**src/rtl/xv_pkg.sv**
```systemverilog
package xv_pkg;

  localparam int SEG_W = 32;
  localparam int CODE_W = 32;
  localparam int SEG_DS_BIT = 31;
  localparam int SEG_KS_BIT = 30;
  localparam int SEG_KU_BIT = 29;
  localparam int SEG_NX_BIT = 28;

  typedef enum logic [1:0] {
    K_READ  = 2'd0,
    K_WRITE = 2'd1,
    K_FETCH = 2'd2,
    K_BAD   = 2'd3
  } kind_e;

  typedef enum logic [1:0] {
    F_NONE  = 2'd0,
    F_INST  = 2'd1,
    F_DATA  = 2'd2,
    F_ALIGN = 2'd3
  } ftype_e;

  typedef enum logic [2:0] {
    A_ZERO   = 3'd0,
    A_EA     = 3'd1,
    A_BLOCK  = 3'd2,
    A_PAGE   = 3'd3,
    A_FORCED = 3'd4
  } asel_e;

  localparam logic [2:0] C_INT   = 3'd0;
  localparam logic [2:0] C_FLOAT = 3'd1;
  localparam logic [2:0] C_RESV  = 3'd2;
  localparam logic [2:0] C_CACHE = 3'd3;
  localparam logic [2:0] C_EXT   = 3'd4;

  localparam logic [CODE_W-1:0] SYN_NOEXEC  = 32'h1000_0000;
  localparam logic [CODE_W-1:0] SYN_MISS    = 32'h4000_0000;
  localparam logic [CODE_W-1:0] SYN_MISS_ST = 32'h4200_0000;
  localparam logic [CODE_W-1:0] SYN_PROT    = 32'h0800_0000;
  localparam logic [CODE_W-1:0] SYN_PROT_ST = 32'h0A00_0000;
  localparam logic [CODE_W-1:0] SYN_RESV    = 32'h0400_0000;
  localparam logic [CODE_W-1:0] SYN_RESV_ST = 32'h0600_0000;
  localparam logic [CODE_W-1:0] SYN_EXT     = 32'h0410_0000;
  localparam logic [CODE_W-1:0] SYN_EXT_ST  = 32'h0610_0000;
  localparam logic [CODE_W-1:0] SYN_ALIGN   = 32'h0000_0000;

  typedef struct packed {
    logic              ok;
    logic              real_m;
    logic              bad;
    ftype_e            ftype;
    logic [CODE_W-1:0] code;
    logic [2:0]        perm;
    logic              far_en;
    asel_e             asel;
  } verdict_t;

  // one-hot permission bit needed by an access kind
  function automatic logic [2:0] need_of(input logic [1:0] kind);
    logic [2:0] m;
    case (kind)
      K_READ:  m = 3'b001;
      K_WRITE: m = 3'b010;
      K_FETCH: m = 3'b100;
      default: m = 3'b000;
    endcase
    return m;
  endfunction

  function automatic verdict_t v_grant(input logic [2:0] p, input asel_e a);
    verdict_t v;
    v        = '0;
    v.ok     = 1'b1;
    v.perm   = p;
    v.asel   = a;
    return v;
  endfunction

  function automatic verdict_t v_fault(input ftype_e t, input logic [CODE_W-1:0] c,
                                       input logic far);
    verdict_t v;
    v        = '0;
    v.ftype  = t;
    v.code   = c;
    v.far_en = far;
    return v;
  endfunction

  function automatic verdict_t v_bad();
    verdict_t v;
    v     = '0;
    v.bad = 1'b1;
    return v;
  endfunction

endpackage

```
**src/rtl/xv_key_table.sv**
```systemverilog
// Key-by-protection-field table: turns the active key, the page PP field
// and the segment no-execute bit into a read/write/execute set.
module xv_key_table (
  input  logic       key,
  input  logic [1:0] pp,
  input  logic       nx,
  output logic [2:0] perm
);
  logic rd;
  logic wr;

  always_comb begin
    rd = 1'b1;
    wr = 1'b0;
    if (!key) begin
      wr = (pp != 2'd3);
    end else begin
      case (pp)
        2'd0:    rd = 1'b0;
        2'd2:    wr = 1'b1;
        default: ;
      endcase
    end
    perm = {~nx, wr, rd};
  end
endmodule

```
**src/rtl/xv_prot_check.sv**
```systemverilog
// Compares the permission a source offers with the one the access needs
// and forms either a grant or a protection fault.
module xv_prot_check
  import xv_pkg::*;
(
  input  logic [1:0] kind,
  input  logic [2:0] have,
  input  asel_e      asel,
  output verdict_t   verdict
);
  logic [2:0] need;
  logic       short;

  always_comb begin
    need  = need_of(kind);
    short = |(need & ~have);
    if (!short) begin
      verdict = v_grant(have, asel);
    end else if (kind == K_FETCH) begin
      verdict = v_fault(F_INST, SYN_PROT, 1'b0);
    end else if (kind == K_WRITE) begin
      verdict = v_fault(F_DATA, SYN_PROT_ST, 1'b1);
    end else begin
      verdict = v_fault(F_DATA, SYN_PROT, 1'b1);
    end
  end
endmodule

```
**src/rtl/xv_dstore.sv**
```systemverilog
// Outcome of an access that lands in a direct-store segment.
module xv_dstore
  import xv_pkg::*;
#(
  parameter int          BUS_ID_W  = 9,
  parameter logic [8:0]  FORCED_ID = 9'h07F
) (
  input  logic [1:0]          kind,
  input  logic                key,
  input  logic [BUS_ID_W-1:0] bus_id,
  input  logic [2:0]          cls,
  output verdict_t            verdict
);
  logic       is_wr;
  logic [2:0] need;
  logic       int_ok;

  always_comb begin
    is_wr  = (kind == K_WRITE);
    need   = need_of(kind);
    int_ok = (is_wr && key) || ((kind == K_READ) && !key);
    if (bus_id == FORCED_ID[BUS_ID_W-1:0]) begin
      verdict = v_grant(3'b111, A_FORCED);
    end else if (kind == K_FETCH) begin
      verdict = v_fault(F_INST, SYN_NOEXEC, 1'b0);
    end else begin
      case (cls)
        C_INT: begin
          if (int_ok) verdict = v_grant(need, A_EA);
          else        verdict = v_fault(F_DATA, is_wr ? SYN_PROT_ST : SYN_PROT, 1'b1);
        end
        C_FLOAT: verdict = v_fault(F_ALIGN, SYN_ALIGN, 1'b1);
        C_RESV:  verdict = v_fault(F_DATA, is_wr ? SYN_RESV_ST : SYN_RESV, 1'b1);
        C_CACHE: verdict = v_grant(need, A_EA);
        C_EXT:   verdict = v_fault(F_DATA, is_wr ? SYN_EXT_ST : SYN_EXT, 1'b1);
        default: verdict = v_bad();
      endcase
    end
  end
endmodule

```
**src/rtl/xlate_verdict.sv**
```systemverilog
module xlate_verdict
  import xv_pkg::*;
#(
  parameter int         AW        = 32,
  parameter int         PAGE_BITS = 12,
  parameter int         BUS_ID_LO = 20,
  parameter int         BUS_ID_W  = 9,
  parameter int         FWD_HI_W  = 4,
  parameter logic [8:0] FORCED_ID = 9'h07F
) (
  input  logic              clk,
  input  logic              rst_n,
  input  logic              req_valid,
  input  logic [1:0]        req_kind,
  input  logic [AW-1:0]     req_ea,
  input  logic              xlat_on_inst,
  input  logic              xlat_on_data,
  input  logic              user_mode,
  input  logic [31:0]       seg_word,
  input  logic              blk_hit,
  input  logic [AW-1:0]     blk_raddr,
  input  logic [2:0]        blk_perm,
  input  logic              pg_found,
  input  logic [AW-1:0]     pg_raddr,
  input  logic [1:0]        pg_pp,
  input  logic [2:0]        ds_class,
  output logic              rsp_valid,
  output logic              rsp_ok,
  output logic              rsp_real,
  output logic              rsp_illegal,
  output logic [1:0]        rsp_ftype,
  output logic [31:0]       rsp_code,
  output logic [AW-1:0]     rsp_raddr,
  output logic [AW-1:0]     rsp_far,
  output logic [2:0]        rsp_perm
);
  localparam int FWD_LO_W = AW - FWD_HI_W;
  localparam int BUS_ID_HI = BUS_ID_LO + BUS_ID_W - 1;

  // reset: asserted asynchronously, released on the clock
  logic [1:0] rs_q;
  logic       rst_int_n;

  always_ff @(posedge clk or negedge rst_n) begin
    if (!rst_n) rs_q <= 2'b00;
    else        rs_q <= {rs_q[0], 1'b1};
  end
  assign rst_int_n = rs_q[1];

  // request decode
  logic       is_fetch;
  logic       is_write;
  logic       kind_bad;
  logic       xl_on;
  logic       key;
  logic [2:0] pg_perm;
  verdict_t   blk_v;
  verdict_t   pg_v;
  verdict_t   ds_v;
  verdict_t   nxt;
  logic [AW-1:0] raddr_d;
  logic [AW-1:0] far_d;
  logic          unused_bits;

  assign is_fetch = (req_kind == K_FETCH);
  assign is_write = (req_kind == K_WRITE);
  assign kind_bad = (req_kind == K_BAD);
  assign xl_on    = is_fetch ? xlat_on_inst : xlat_on_data;
  assign key      = user_mode ? seg_word[SEG_KU_BIT] : seg_word[SEG_KS_BIT];
  assign unused_bits = ^{seg_word[BUS_ID_LO-1:FWD_HI_W], pg_raddr[PAGE_BITS-1:0]};

  xv_key_table u_key_table (
    .key  (key),
    .pp   (pg_pp),
    .nx   (seg_word[SEG_NX_BIT]),
    .perm (pg_perm)
  );

  xv_prot_check u_blk_check (
    .kind    (req_kind),
    .have    (blk_perm),
    .asel    (A_BLOCK),
    .verdict (blk_v)
  );

  xv_prot_check u_pg_check (
    .kind    (req_kind),
    .have    (pg_perm),
    .asel    (A_PAGE),
    .verdict (pg_v)
  );

  xv_dstore #(
    .BUS_ID_W  (BUS_ID_W),
    .FORCED_ID (FORCED_ID)
  ) u_dstore (
    .kind    (req_kind),
    .key     (key),
    .bus_id  (seg_word[BUS_ID_HI:BUS_ID_LO]),
    .cls     (ds_class),
    .verdict (ds_v)
  );

  // priority chain: first rule that applies decides
  always_comb begin
    if (kind_bad) begin
      nxt = v_bad();
    end else if (!xl_on) begin
      nxt        = v_grant(3'b111, A_EA);
      nxt.real_m = 1'b1;
    end else if (blk_hit) begin
      nxt = blk_v;
    end else if (seg_word[SEG_DS_BIT]) begin
      nxt = ds_v;
    end else if (is_fetch && seg_word[SEG_NX_BIT]) begin
      nxt = v_fault(F_INST, SYN_NOEXEC, 1'b0);
    end else if (!pg_found) begin
      if (is_fetch)      nxt = v_fault(F_INST, SYN_MISS, 1'b0);
      else if (is_write) nxt = v_fault(F_DATA, SYN_MISS_ST, 1'b1);
      else               nxt = v_fault(F_DATA, SYN_MISS, 1'b1);
    end else begin
      nxt = pg_v;
    end
  end

  always_comb begin
    case (nxt.asel)
      A_EA:     raddr_d = req_ea;
      A_BLOCK:  raddr_d = blk_raddr;
      A_PAGE:   raddr_d = {pg_raddr[AW-1:PAGE_BITS], req_ea[PAGE_BITS-1:0]};
      A_FORCED: raddr_d = {seg_word[FWD_HI_W-1:0], req_ea[FWD_LO_W-1:0]};
      default:  raddr_d = '0;
    endcase
    far_d = nxt.far_en ? req_ea : '0;
  end

  // response registers, loaded only when a request is present
  always_ff @(posedge clk or negedge rst_int_n) begin
    if (!rst_int_n) begin
      rsp_valid   <= 1'b0;
      rsp_ok      <= 1'b0;
      rsp_real    <= 1'b0;
      rsp_illegal <= 1'b0;
      rsp_ftype   <= 2'd0;
      rsp_code    <= '0;
      rsp_raddr   <= '0;
      rsp_far     <= '0;
      rsp_perm    <= 3'd0;
    end else begin
      rsp_valid <= req_valid;
      if (req_valid) begin
        rsp_ok      <= nxt.ok;
        rsp_real    <= nxt.real_m;
        rsp_illegal <= nxt.bad;
        rsp_ftype   <= nxt.ftype;
        rsp_code    <= nxt.code;
        rsp_raddr   <= raddr_d;
        rsp_far     <= far_d;
        rsp_perm    <= nxt.perm;
      end
    end
  end

endmodule

```
**config.mk**
```make
export PLATFORM = sky130hd
export DESIGN_NAME = xlate_verdict
export DESIGN_NICKNAME = d
export VERILOG_FILES = /design/src/rtl/xv_pkg.sv /design/src/rtl/xv_key_table.sv /design/src/rtl/xv_prot_check.sv /design/src/rtl/xv_dstore.sv /design/src/rtl/xlate_verdict.sv
export SDC_FILE = /design/constraint.sdc
export NUM_CORES = 1
export LEC_CHECK = 0
export CAP_MARGIN = 20
export CORE_ASPECT_RATIO = 1.4
export CORE_MARGIN = 10
export CORE_UTILIZATION = 50
export CTS_CLUSTER_DIAMETER = 80
export DETAILED_ROUTE_END_ITERATION = 10
export DONT_BUFFER_PORTS = 1
export RECOVER_POWER = 100
export SYNTH_ARGS = -nofsm -noshare
export SYNTH_HDL_FRONTEND = slang
export SYNTH_SLANG_ARGS = --single-unit
```
**constraint.sdc**
```tcl
create_clock -name clk -period 3.3 [get_ports clk]
set_input_delay 0.825 -clock clk [delete_from_list [all_inputs] [get_ports clk]]
set_output_delay 0.825 -clock clk [all_outputs]
set_load 0.01 [all_outputs]
```
# Word-level counts from Yosys, hierarchy flattened
# Cells that the tools add are included.
# Widths: inputs -> output; s select.
dict set report totals {
  word_cells 68
  input_bits 146
  output_inout_bits 105
  ff_bits 107
}
dict set report classes {
  bitwise_logic 5
  eq_ne 14
  n_mux 29
  reduce_logical 10
}
# cell count
set op_table {}
lappend op_table {{$mux 44} 12}
lappend op_table {{$pmux 44 s5} 1}
lappend op_table {{$pmux 32 s4} 1}
lappend op_table {{$mux 26} 3}
lappend op_table {{$mux 33} 2}
lappend op_table {{$mux 41} 1}
lappend op_table {{$mux 32} 1}
lappend op_table {{$eq 3x2->1 const B} 4}
lappend op_table {{$eq 9x7->1 const B} 1}
lappend op_table {{$pmux 3 s3} 1}
lappend op_table {{$and 3x3->3} 2}
lappend op_table {{$eq 2x2->1 const B} 3}
lappend op_table {{$eq 3x1->1 const B} 2}
lappend op_table {{$eq 3x3->1 const B} 2}
lappend op_table {{$mux 1} 6}
lappend op_table {{$not 3->3} 2}
lappend op_table {{$reduce_or 3->1} 2}
lappend op_table {{$logic_not 2->1} 2}
lappend op_table {{$pmux 2 s2} 1}
lappend op_table {{$logic_and 1x1->1} 3}
lappend op_table {{$logic_not 3->1} 1}
lappend op_table {{$eq 2x1->1 const B} 1}
lappend op_table {{$ne 2x2->1 const B} 1}
lappend op_table {{$logic_not 1->1} 1}
lappend op_table {{other kinds (2)} 2}

# Depth between registers and ports, before layout
# Gate-level depths: netlist of run 1.
dict set report depth {
  depth_word 15
  ltp_mapped 10
  mapped_depth_nobuf 6
}

# By module
# A second synthesis of run 1 with hierarchy kept.
dict set report hier_totals {
  hier_cells 689
  area_unflattened_um2 6716.4
}
# module n_inst seq_area_each_um2 cells_per_inst area_each_um2
set by_module_without_submodules {}
lappend by_module_without_submodules {xlate_verdict 1 2677.6 507 5376.4}
lappend by_module_without_submodules {xv_prot_check 2 0.0 52 384.1}
lappend by_module_without_submodules {xv_dstore 1 0.0 73 534.3}
lappend by_module_without_submodules {xv_key_table 1 0.0 5 37.5}

# Least setup slack after synthesis of run 1
# OpenSTA, ideal clock, no wires.
dict set report synth_path {
  kind {input to register}
  start {input req_kind[0]}
  end {register rsp_raddr[29]}
  n_path_buf 4
  setup_time_ns 0.086
  t_arrival_ns 2.396
  t_required_ns 3.214
  path_stages 10
  setup_slack_ns 0.818
  cell_sequence {buf_4 nor2b_2 buf_6 a2111oi_4 and3b_1 buf_4 buf_6 o21ai_1 mux2_4 a32oi_2}
}
dict set report synth_via {
  elab_chain_len 13
  word_cells_on_any_way 33
  classes_between {eq/ne (7); mux (17); bitwise (2); reduce/logical (7)}
}
# element line
set synth_lines {}
lappend synth_lines {{start, declared} xlate_verdict.sv:14} ;# input logic [1:0] req_kind,
lappend synth_lines {{$eq 2x2->1, or another cell as far along} n/a}
lappend synth_lines {{$pmux 3 s3 or $logic_and 1x1->1 (tied branches)} {xv_pkg.sv:63, xv_dstore.sv:21}}
lappend synth_lines {{$and 3x3->3 or $logic_or 1x1->1 (tied branches)} {xv_prot_check.sv:16, xv_dstore.sv:21}}
lappend synth_lines {{$reduce_or 3->1 or $mux 44 (tied branches)} {xv_prot_check.sv:16, xv_dstore.sv:29}}
lappend synth_lines {{$mux 44 or $pmux 44 s5 (tied branches)} {xv_prot_check.sv:17, xv_dstore.sv:27}}
lappend synth_lines {{$mux 44 (on tied branches)} {xlate_verdict.sv:117, xv_dstore.sv:24}}
lappend synth_lines {{$mux 44 (on tied branches)} {xlate_verdict.sv:115, xv_dstore.sv:22}}
lappend synth_lines {{$mux 44} xlate_verdict.sv:113} ;# end else if (seg_word[SEG_DS_BIT]) begin
lappend synth_lines {{$mux 44} xlate_verdict.sv:111} ;# end else if (blk_hit) begin
lappend synth_lines {{$mux 44} xlate_verdict.sv:108} ;# end else if (!xl_on) begin
lappend synth_lines {{$mux 44 (*)} xlate_verdict.sv:106} ;# if (kind_bad) begin
lappend synth_lines {{$eq 3x3->1, or another cell as far along} xlate_verdict.sv:127} ;# case (nxt.asel)
lappend synth_lines {{$pmux 32 s4 (*)} xlate_verdict.sv:127}
lappend synth_lines {{end signal, assigned} xlate_verdict.sv:157} ;# rsp_raddr <= raddr_d;
lappend synth_lines {{end, declared} xlate_verdict.sv:33} ;# output logic [AW-1:0] rsp_raddr,
# Mark *: on every way between the ends. The rest lies on a longest branch, timed or not.
# A chain may end at the register's enable or synchronous reset.

# Final worst setup path of run 1
dict set report layout_path {
  start {input req_kind[1]}
  end {register rsp_far[28]}
}
dict set report layout_via {
  elab_chain_len 12
  word_cells_on_any_way 29
  classes_between {eq/ne (3); mux (17); bitwise (2); reduce/logical (7)}
}
# element line
set layout_lines {}
lappend layout_lines {{$eq 2x2->1, or another cell as far along} n/a}
lappend layout_lines {{$pmux 3 s3 or $logic_and 1x1->1 (tied branches)} {xv_pkg.sv:63, xv_dstore.sv:21}}
lappend layout_lines {{$and 3x3->3 or $logic_or 1x1->1 (tied branches)} {xv_prot_check.sv:16, xv_dstore.sv:21}}
lappend layout_lines {{$reduce_or 3->1 or $mux 44 (tied branches)} {xv_prot_check.sv:16, xv_dstore.sv:29}}
lappend layout_lines {{$mux 44 or $pmux 44 s5 (tied branches)} {xv_prot_check.sv:17, xv_dstore.sv:27}}
lappend layout_lines {{$mux 44 (on tied branches)} {xlate_verdict.sv:117, xv_dstore.sv:24}}
lappend layout_lines {{$mux 44 (on tied branches)} {xlate_verdict.sv:115, xv_dstore.sv:22}}
lappend layout_lines {{$mux 44} xlate_verdict.sv:113}
lappend layout_lines {{$mux 44} xlate_verdict.sv:111}
lappend layout_lines {{$mux 44} xlate_verdict.sv:108}
lappend layout_lines {{$mux 44 (*)} xlate_verdict.sv:106}
lappend layout_lines {{$mux 32 (*)} xlate_verdict.sv:134} ;# far_d = nxt.far_en ? req_ea : '0;
lappend layout_lines {{end signal, assigned} xlate_verdict.sv:158} ;# rsp_far <= far_d;
lappend layout_lines {{end, declared} xlate_verdict.sv:34} ;# output logic [AW-1:0] rsp_far,
# Marks and branches as above.

==> results of run 1 <==
## worst max-delay path by stage
stage                            from                         to  slack [ns]  cells after the start
after global placement    req_kind[1]    rsp_far[24]$_DFFE_PN0P_        0.38                      7
after global routing      req_kind[1]    rsp_far[28]$_DFFE_PN0P_        0.26                      7
after detailed placement    user_mode    rsp_far[28]$_DFFE_PN0P_        0.30                      7
final                     req_kind[1]    rsp_far[28]$_DFFE_PN0P_        0.40                      7
after floorplan           req_kind[0]  rsp_raddr[29]$_DFFE_PN0P_        0.82                     10
after CTS                   user_mode    rsp_far[28]$_DFFE_PN0P_        0.65                      7
## critical path: stages
cell,delay (ns)
nor2b_1,0.55
a2111oi_4,0.18
nand2_1,0.21
nand2_1,0.15
nor3_4,0.71
buf_4,0.36
a22o_1,0.17
## synth_stat cells, types with 3 or more instances
library cell and instances:
dfrtp_1 81, inv_1 9, a222oi_1 16, nor3_1 5, o2111ai_1 3, buf_2 12
o21ai_0 12, a32oi_1 19, a32o_1 4, mux2_2 3, clkbuf_1 19, a31oi_1 3
a21oi_1 8, a21boi_0 4, nand2_1 52, a22oi_1 13, o21ai_1 3, nand4_1 22
nand2b_1 8, a22o_1 32, o2bb2ai_1 15, nor2_1 11, buf_4 29
## cell families after synthesis
| kind of cell | count (synthesis) | share of synthesized area (%) |
|---|---|---|
| muxes | 9 | 2.489 |
| buffers and inverters | 74 | 9.528 |
| and+or+nand+nor | 112 | 12.56 |
| DFF | 81 | 46.35 |
| AOI/OAI and AO/OA | 149 | 28.47 |
| adders and majority gates | 1 | 0.2289 |
| other | 2 | 0.1717 |
| xor gates and xnor gates | 1 | 0.2003 |
## state kept, by name, indices dropped and copies added, names as in the netlist, 2 cells and up
signal,count
rs_q,2
rsp_code,6
rsp_far,32
rsp_ftype,2
rsp_perm,3
rsp_raddr,32
## power breakdown
group	switching, mW	internal, mW	total, mW	leakage (nW)
logic	0.175	0.108	0.283	0.713
registers	0.0874	1.05	1.14	1.09
clock network	0.414	0.671	1.09	0.162
## through the flow
step | hold WS [ns] | area, sq um | std cells | worst slack (ns) | utilization, %
finish | 0.1462 | 4691 | 527 | 0.4038 | 54.81
floorplan | 0.3312 | 4467 | 454 | 0.8179 | -
global placement | 0.3396 | 4374 | 510 | 0.3767 | 51.11
global route | 0.1628 | 4691 | 527 | 0.2615 | 54.81
detailed placement | 0.3396 | 4374 | 510 | 0.2977 | 51.11
CTS | 0.1663 | 4702 | 526 | 0.6456 | 54.94
## routing by layer
layer,track usage [%],vias to the layer above,wire length [microns]
met5,0,-,0
met4,8.622,0,401
met3,8.986,28,1804
met2,35.10,227,7235
met1,23.41,1848,4788
li1,-,1587,-
## area by class of cell
class                      instances  area (sq um)  area share [%]
inverter                          10         37.54          0.8002
clock buffer                       9         225.2           4.801
sequential                        81          2027           43.21
tap                              105         131.4           2.801
multi-input combinational        299          2034           43.37
timing repair buffer              16         132.6           2.827
clock inverter                     7         102.6           2.187
==> flow_summary.ini, run 1 <==
[route]
first_iter_violations = 270
drt_wl_total_microns = 14230
vias_per_cell = 7.002
ant_nets = 0
via_count = 3690
drc = 0
first_pass_iters = 6
routedWlPerCell_microns = 27.00

[synthesis]
syn_avg_cell_area_sq_um = 10.19
synthFlopType = dfrtp_1
yosys_warnings = 0
yosys.area.top_type = dfrtp_1
synth_top_area_share_pct = 46.35
synth_cell_types = 59
ys_seq_area_share_pct = 46.35
synth-edff-count = 0
ys_ff_latch = 81
synth_cells = 429
synthesis.area_sq_um = 4373
ys_async_sr_fraction_pct = 100.0
yosys-top-cells-area = dfrtp_1, a22o_1, buf_4

[global_route]
grt_overflow = 0
grt_max_degree = 80
antenna_found_initial = 0
grt_usage_pct = 21.16
grt_pass1_vias = 3859
grt_pass1_wl_microns = 21940

[status]
status = complete, but fails checks
violations = max-capacitance violations, max-slew violations

[clock_network]
cts_tree = yes
cts_setup_buffers = 0
cts.clk_slew.worst_paths_ns = 0.07
hold_buffers = 0
cts_made_buffers = 9
clkSinkCount = 81
htreeDepth = 3
ctsResizeCount = 0
clk_latency_ns = 0.34
clock-root-buffer = clkbuf_16
cts_max_path_buffers = 2

[die]
dieHeight_microns = 130.7
std_cell_rows = 40
start_util_pct = 51.10
io_pins = 251
core_region_area_sq_um = 8558
die_w_microns = 99.04
die_area_sq_um = 12940

[layout]
mostFrequentLayoutCell = dfrtp_1
design.final.nets = 563
final_cell_mix = dfrtp_1, nand2_1, a22o_1
areaGrowthSynthToFinish_pct = 7.268
antenna_cells = 0
fill_cells = 779
drive_gt1_share_pct = 10.43

[sta]
final_hold_viol_count = 0
post-route-period-util_pct = 87.76
fin_setup_tns_ns = 0
grt_setup_unrepaired = false
setup_viol = 0
drv_slew = 72
skew_ns = 0.005752
fmax_mhz = 345.3
tightest_slew_ns = 1.760
final.min_clock_period_ns = 2.896
relSlewSlack_pct = -17.34

[placement]
gp_congestion = 0.8910
hpwlAfterDp_microns = 10540
port_buffers = 0

[critical_path]
r2r_start = rs_q[1]$_DFF_PN0_
r2r_slack_ns = 1.11
rr_endpoint = rsp_far[23]$_DFFE_PN0P_
reg2reg_depth = 1
start_kind = input pin
critPathKind = input pin to flop
end_kind = flop
crit_required_ns = 3.57
arrival_ns = 3.17
worstPathMaxFanout = 18

[worst_hold_path]
hp-class = flop to asynchronous set/reset pin

[pwr]
vdd_drop_max_mv = 0.3188
powerDensity_nw_per_um2 = 535.2
power_leakage_nw = 1.965
finalPower_mw = 2.510

[run]
maxCapViolCount = 1
(Power assumes the default switching activity.)
==> run 2: changes to the inputs <==
--- a/config.mk
+++ b/config.mk
@@ -5,14 +5,16 @@
 export SDC_FILE = /design/constraint.sdc
 export NUM_CORES = 1
 export LEC_CHECK = 0
+export BUFFER_PORTS_ARGS = -buffer_cell sky130_fd_sc_hd__buf_2
 export CAP_MARGIN = 20
 export CORE_ASPECT_RATIO = 1.4
 export CORE_MARGIN = 10
 export CORE_UTILIZATION = 50
 export CTS_CLUSTER_DIAMETER = 80
 export DETAILED_ROUTE_END_ITERATION = 10
-export DONT_BUFFER_PORTS = 1
+export PLACE_DENSITY = 0.81
 export RECOVER_POWER = 100
 export SYNTH_ARGS = -nofsm -noshare
 export SYNTH_HDL_FRONTEND = slang
+export SYNTH_HIERARCHICAL = 1
 export SYNTH_SLANG_ARGS = --single-unit
==> run 2 against run 1 <==
  * Setup slack got worse by 0.19 ns
  * Highest routed layer is now met5
  * Sequential power rose by 30%
  * Worst hold slack improved by 0.10 ns
  * First-iteration DRC count rose by 43%
  * Non-clock buffer count rose by 240
  * Final cell count rose by 110%
  * Die area rose by 43%
  * Sequential cell count rose by 26
  * Wire length rose by 36%
  * The run still ends with max-capacitance violations, max-slew violations left
  * Global-route usage fell by 1.5 points
  * Maximum frequency fell by 6.3%
==> flow_summary.ini, run 2 <==
[sta]
grt_setup_unrepaired = false
skew_ns = 0.01293
final.min_clock_period_ns = 3.091
tightest_slew_ns = 1.842
fin_setup_tns_ns = 0
fmax_mhz = 323.5
drv_slew = 140
relSlewSlack_pct = -22.80
post-route-period-util_pct = 93.66
final_hold_viol_count = 0
setup_viol = 0

[critical_path]
r2r_slack_ns = 0.80
worstPathMaxFanout = 22
r2r_start = rs_q[1]$_DFF_PN0_
start_kind = input pin
path_cells = buf_2, mux2_2, or3b_1, mux2i_2, a211oi_1, nand3b_1, o21ai_1, nand3_1, clkbuf_1, buf_6, mux2i_1, a2bb2oi_1, o21ai_0
cp.buffers_inverters = 3
end_kind = flop
rr_endpoint = rsp_perm[2]$_DFFE_PN0P_
cpPeakStageDelay_ns = 0.39
crit_slowest_cell = or3b_1
arrival_ns = 3.30
critPathKind = input pin to flop
setup.worst_path.start = user_mode
reg2reg_depth = 1
crit_required_ns = 3.51
critical_path.top_delay_family = multiplexers

[route]
wl_met1_microns = 7723
drc = 0
wl_met3_microns = 1227
via_count = 5794
ant_nets = 0
wl_met2_microns = 9733
first_pass_iters = 4
top_layer = met5
first_iter_violations = 387
vias_per_cell = 5.335
routedWlPerCell_microns = 17.79
drt_wl_total_microns = 19320

[layout]
fill_cells = 1262
design.final.nets = 1045
final_cell_mix = buf_2, clkbuf_1, dfrtp_1
drive_gt1_share_pct = 21.79
areaGrowthSynthToFinish_pct = 16.93
top_regs = rsp_code (32), rsp_far (32), rsp_raddr (32)
mostFrequentLayoutCell = buf_2
antenna_cells = 0

[clock_network]
clock-root-buffer = clkbuf_16
htreeDepth = 3
cts_tree = yes
cts_setup_buffers = 0
clkSinkCount = 107
cts.clk_slew.worst_paths_ns = 0.08
cts_made_buffers = 9
cts_max_path_buffers = 2
clk_latency_ns = 0.34

[worst_hold_path]
hp-class = input pin to asynchronous set/reset pin

[global_route]
grt_max_degree = 66
antenna_found_initial = 1
grt_pass1_wl_microns = 30110
grt_overflow = 0
grt_pass1_vias = 5724
grt_usage_pct = 19.69

[die]
die_area_sq_um = 18530
core_region_area_sq_um = 13260
start_util_pct = 50.64
dieHeight_microns = 157.1
io_pins = 251
die_w_microns = 118.0
std_cell_rows = 50

[synthesis]
synth-edff-count = 0
post-synth-top-count-cell = dfrtp_1
yosys.area.top_type = dfrtp_1
synth_common_cells = dfrtp_1, buf_4, o2bb2ai_1
ys_async_sr_fraction_pct = 100.0
ys_ff_latch = 107
synthFlopType = dfrtp_1
synth_cell_types = 58
synth_cells = 689
syn_avg_cell_area_sq_um = 9.748
ys_seq_area_share_pct = 39.87
synth_top_area_share_pct = 39.87
yosys-top-cells-area = dfrtp_1, buf_4, o2bb2ai_1
yosys_warnings = 6
synthesis.area_sq_um = 6716

[placement]
gp_congestion = 0.8765
port_buffers = 222
hpwlAfterDp_microns = 14340

[pwr]
finalPower_mw = 3.292
vdd_drop_max_mv = 0.3214
power_leakage_nw = 3.658
powerDensity_nw_per_um2 = 419.2

[run]
maxCapViolCount = 3

[status]
violations = max-capacitance violations, max-slew violations
status = complete, but fails checks
-- run 2: cell type report --
class	instances	area (sq um)	share of cell area, %
Inverter	21	83.83	1.067
Clock inverter	7	61.31	0.7806
Tap cell	182	227.7	2.899
Sequential cell	107	2678	34.09
Multi-Input combinational cell	504	3326	42.35
Timing Repair Buffer	256	1252	15.95
Clock buffer	9	225.2	2.868
-- run 2: layer usage --
metal,vias up,global-route usage [%]
met1,2755,22.49
met4,2,7.969
met3,41,4.625
li1,2777,-
met2,219,34.77
met5,-,0
-- run 2: how the worst max path moves through the flow --
stage                                end  slack [ns]  cells past startpoint
6_report       rsp_raddr[30]$_DFFE_PN0P_        0.21                     13
5_1_grt        rsp_raddr[30]$_DFFE_PN0P_        0.03                     13
4_1_cts         rsp_raddr[8]$_DFFE_PN0P_        0.20                     12
3_5_place_dp   rsp_raddr[27]$_DFFE_PN0P_       -0.15                     13
3_3_place_gp    rsp_raddr[7]$_DFFE_PN0P_       -0.15                     12
2_1_floorplan  rsp_raddr[23]$_DFFE_PN0P_        0.01                     12
-- run 2: logic make-up after synthesis --
kind of cell | count (synthesis) | share of synthesized area, %
simple gates | 117 | 10.00
mux | 31 | 4.974
compound gates | 252 | 28.46
other cells | 5 | 0.2795
xor+xnor | 4 | 0.5216
buf+inv | 173 | 15.89
flops | 107 | 39.87
-- run 2: repair_timing --
| item | in CTS | in global routing |
|---|---|---|
| setup endpoints to repair | 0 | 12 |
| hold buffers | 0 | 0 |
| gates resized for setup | 0 | 2 |
-- run 2: where the power goes --
group / internal [mW] / total [mW] / leakage, nW / switching (mW)
sequential: 1.41 / 1.48 / 1.43 / 0.0651
combinational: 0.324 / 0.764 / 2.08 / 0.440
clock: 0.527 / 1.05 / 0.143 / 0.522
total: 2.27 / 3.29 / 3.66 / 1.03
-- run 2: stage by stage --
step / utilization (%) / hold slack, ns / worst slack [ns] / area, sq um / cells
after floorplan: - / 0.3312 / 0.01302 / 7086 / 784
after global placement: 58.52 / 0.3351 / -0.1536 / 7761 / 1070
after detailed placement: 58.52 / 0.3364 / -0.1467 / 7761 / 1070
after CTS: 60.68 / 0.2347 / 0.1998 / 8048 / 1086
after global routing: 59.22 / 0.2426 / 0.02976 / 7854 / 1086
final: 59.22 / 0.2471 / 0.2091 / 7854 / 1086
==> run 3: changes to the inputs <==
--- a/config.mk
+++ b/config.mk
@@ -8,7 +8,6 @@
 export BUFFER_PORTS_ARGS = -buffer_cell sky130_fd_sc_hd__buf_2
 export CAP_MARGIN = 20
 export CORE_ASPECT_RATIO = 1.4
-export CORE_MARGIN = 10
 export CORE_UTILIZATION = 50
 export CTS_CLUSTER_DIAMETER = 80
 export DETAILED_ROUTE_END_ITERATION = 10
==> run 3 against run 2 <==
  * The run still ends with max-capacitance violations, max-slew violations left
  * Final area about the same
  * Final cell count shrank 0.64%
  * Global-route usage rose by 5.2 points
  * Critical path type unchanged
  * Largest power group unchanged
==> flow_summary.ini, run 3 (synthesis gave the netlist of run 2 again) <==
[status]
status = complete, but fails checks
violations = max-capacitance violations, max-slew violations

[sta]
relSlewSlack_pct = -72.52
post-route-period-util_pct = 95.49
setup_viol = 0
whs_ns = 0.2537
tightest_slew_ns = 2.588
final.min_clock_period_ns = 3.151
fmax_mhz = 317.3
skew_ns = 0.008428
drv_slew = 106
grt_setup_unrepaired = false
final_hold_viol_count = 0

[clock_network]
cts_tree = yes
cts.clk_slew.worst_paths_ns = 0.08
clkSinkCount = 107
clk_latency_ns = 0.34
cts_made_buffers = 9
cts_max_path_buffers = 2
htreeDepth = 3
clock-root-buffer = clkbuf_16
hold_buffers = 0

[critical_path]
end_kind = flop
crit_path_end = rsp_raddr[22]$_DFFE_PN0P_
critical_path.top_delay_family = multiplexers
rr_endpoint = rsp_far[2]$_DFFE_PN0P_
crit_required_ns = 3.52
setup.worst_path.start = user_mode
cpPeakStageDelay_ns = 0.39
r2r_slack_ns = 0.57
path_depth = 12
reg2reg_depth = 1
r2r_start = rs_q[1]$_DFF_PN0_
arrival_ns = 3.37
cp.buffers_inverters = 2
path_cells = buf_2, mux2_1, or3b_1, mux2i_2, a211oi_1, nand2_1, nor4_4, o31ai_4, buf_12, mux2_2, a32oi_1, o2bb2ai_1
critPathKind = input pin to flop
start_kind = input pin
worstPathMaxFanout = 22
crit_slowest_cell = or3b_1

[route]
via_count = 5682
drc = 0
first_pass_iters = 4
ant_nets = 0
routedWlPerCell_microns = 16.10
drt_wl_total_microns = 17380
first_iter_violations = 222
vias_per_cell = 5.266

[die]
start_util_pct = 51.68
std_cell_rows = 49
die_area_sq_um = 13910
dieHeight_microns = 139.1
io_pins = 251
die_w_microns = 99.96
core_region_area_sq_um = 13000

[layout]
antenna_cells = 0
top_regs = rsp_code (32), rsp_far (32), rsp_raddr (32)
mostFrequentLayoutCell = buf_2
final_cell_mix = buf_2, clkbuf_1, dfrtp_1
drive_gt1_share_pct = 21.64
design.final.nets = 1042
areaGrowthSynthToFinish_pct = 16.88

[global_route]
antenna_found_initial = 0
grt_pass1_wl_microns = 27470
grt_overflow = 0
grt_pass1_vias = 5415
grt_usage_pct = 24.90
grt_max_degree = 106

[placement]
gp_congestion = 0.8890
hpwlAfterDp_microns = 12460
port_buffers = 222

[pwr]
powerDensity_nw_per_um2 = 417.4
power_leakage_nw = 3.641
finalPower_mw = 3.277
vdd_drop_max_mv = 0.3229

[run]
maxCapViolCount = 1

[worst_hold_path]
hp-class = input pin to asynchronous set/reset pin
## run 3: how the worst min path moves through the flow
stage                 startpoint                 to  slack (ns)  depth (start not counted)
2_1_floorplan  rs_q[0]$_DFF_PN0_  rs_q[1]$_DFF_PN0_        0.33                          0
3_3_place_gp   rs_q[0]$_DFF_PN0_  rs_q[1]$_DFF_PN0_        0.34                          0
3_5_place_dp   rs_q[0]$_DFF_PN0_  rs_q[1]$_DFF_PN0_        0.35                          0
4_1_cts                    rst_n  rs_q[1]$_DFF_PN0_        0.24                          1
5_1_grt                    rst_n  rs_q[1]$_DFF_PN0_        0.24                          1
6_report                   rst_n  rs_q[1]$_DFF_PN0_        0.25                          1
## run 3: routing by layer
layer,up-vias,part of all wire (%),track usage (%)
met1,2701,41,29.95
met5,-,0,0
met3,10,6.0,4.990
met4,0,0.97,6.037
li1,2774,-,-
met2,197,52,44.90
## run 3: report_power, final
part	total [mW]	switching, mW	internal [mW]
registers	1.47	0.0591	1.42
logic	0.760	0.436	0.324
clock network	1.04	0.517	0.525
## run 3: layout make-up
cell class	instances	area (sq um)
clock inverter	7	62.56
sequential	107	2681
tap	178	222.7
multi-input combinational	504	3339
clock buffer	9	225.2
inverter	21	83.83
timing repair buffer	253	1235
fill	1200	5147
## run 3: what timing repair did
item / in CTS / in global routing
resized for setup: 0 / 1
setup endpoints to repair: 0 / 12
buffers inserted: 0 / 0
## run 3: metrics by stage
step           cells  setup WS, ns  utilization (%)  instance area [sq um]  setup TNS, ns
5_1_grt         1079       0.03716            60.40                   7850              0
6_report        1079        0.1487            60.40                   7850              0
3_3_place_gp    1063       -0.1114            59.50                   7734         -1.974
2_1_floorplan    784       0.01302                -                   7086              0
4_1_cts         1079        0.1719            61.72                   8021              0
3_5_place_dp    1063       -0.1664            59.50                   7734         -3.333
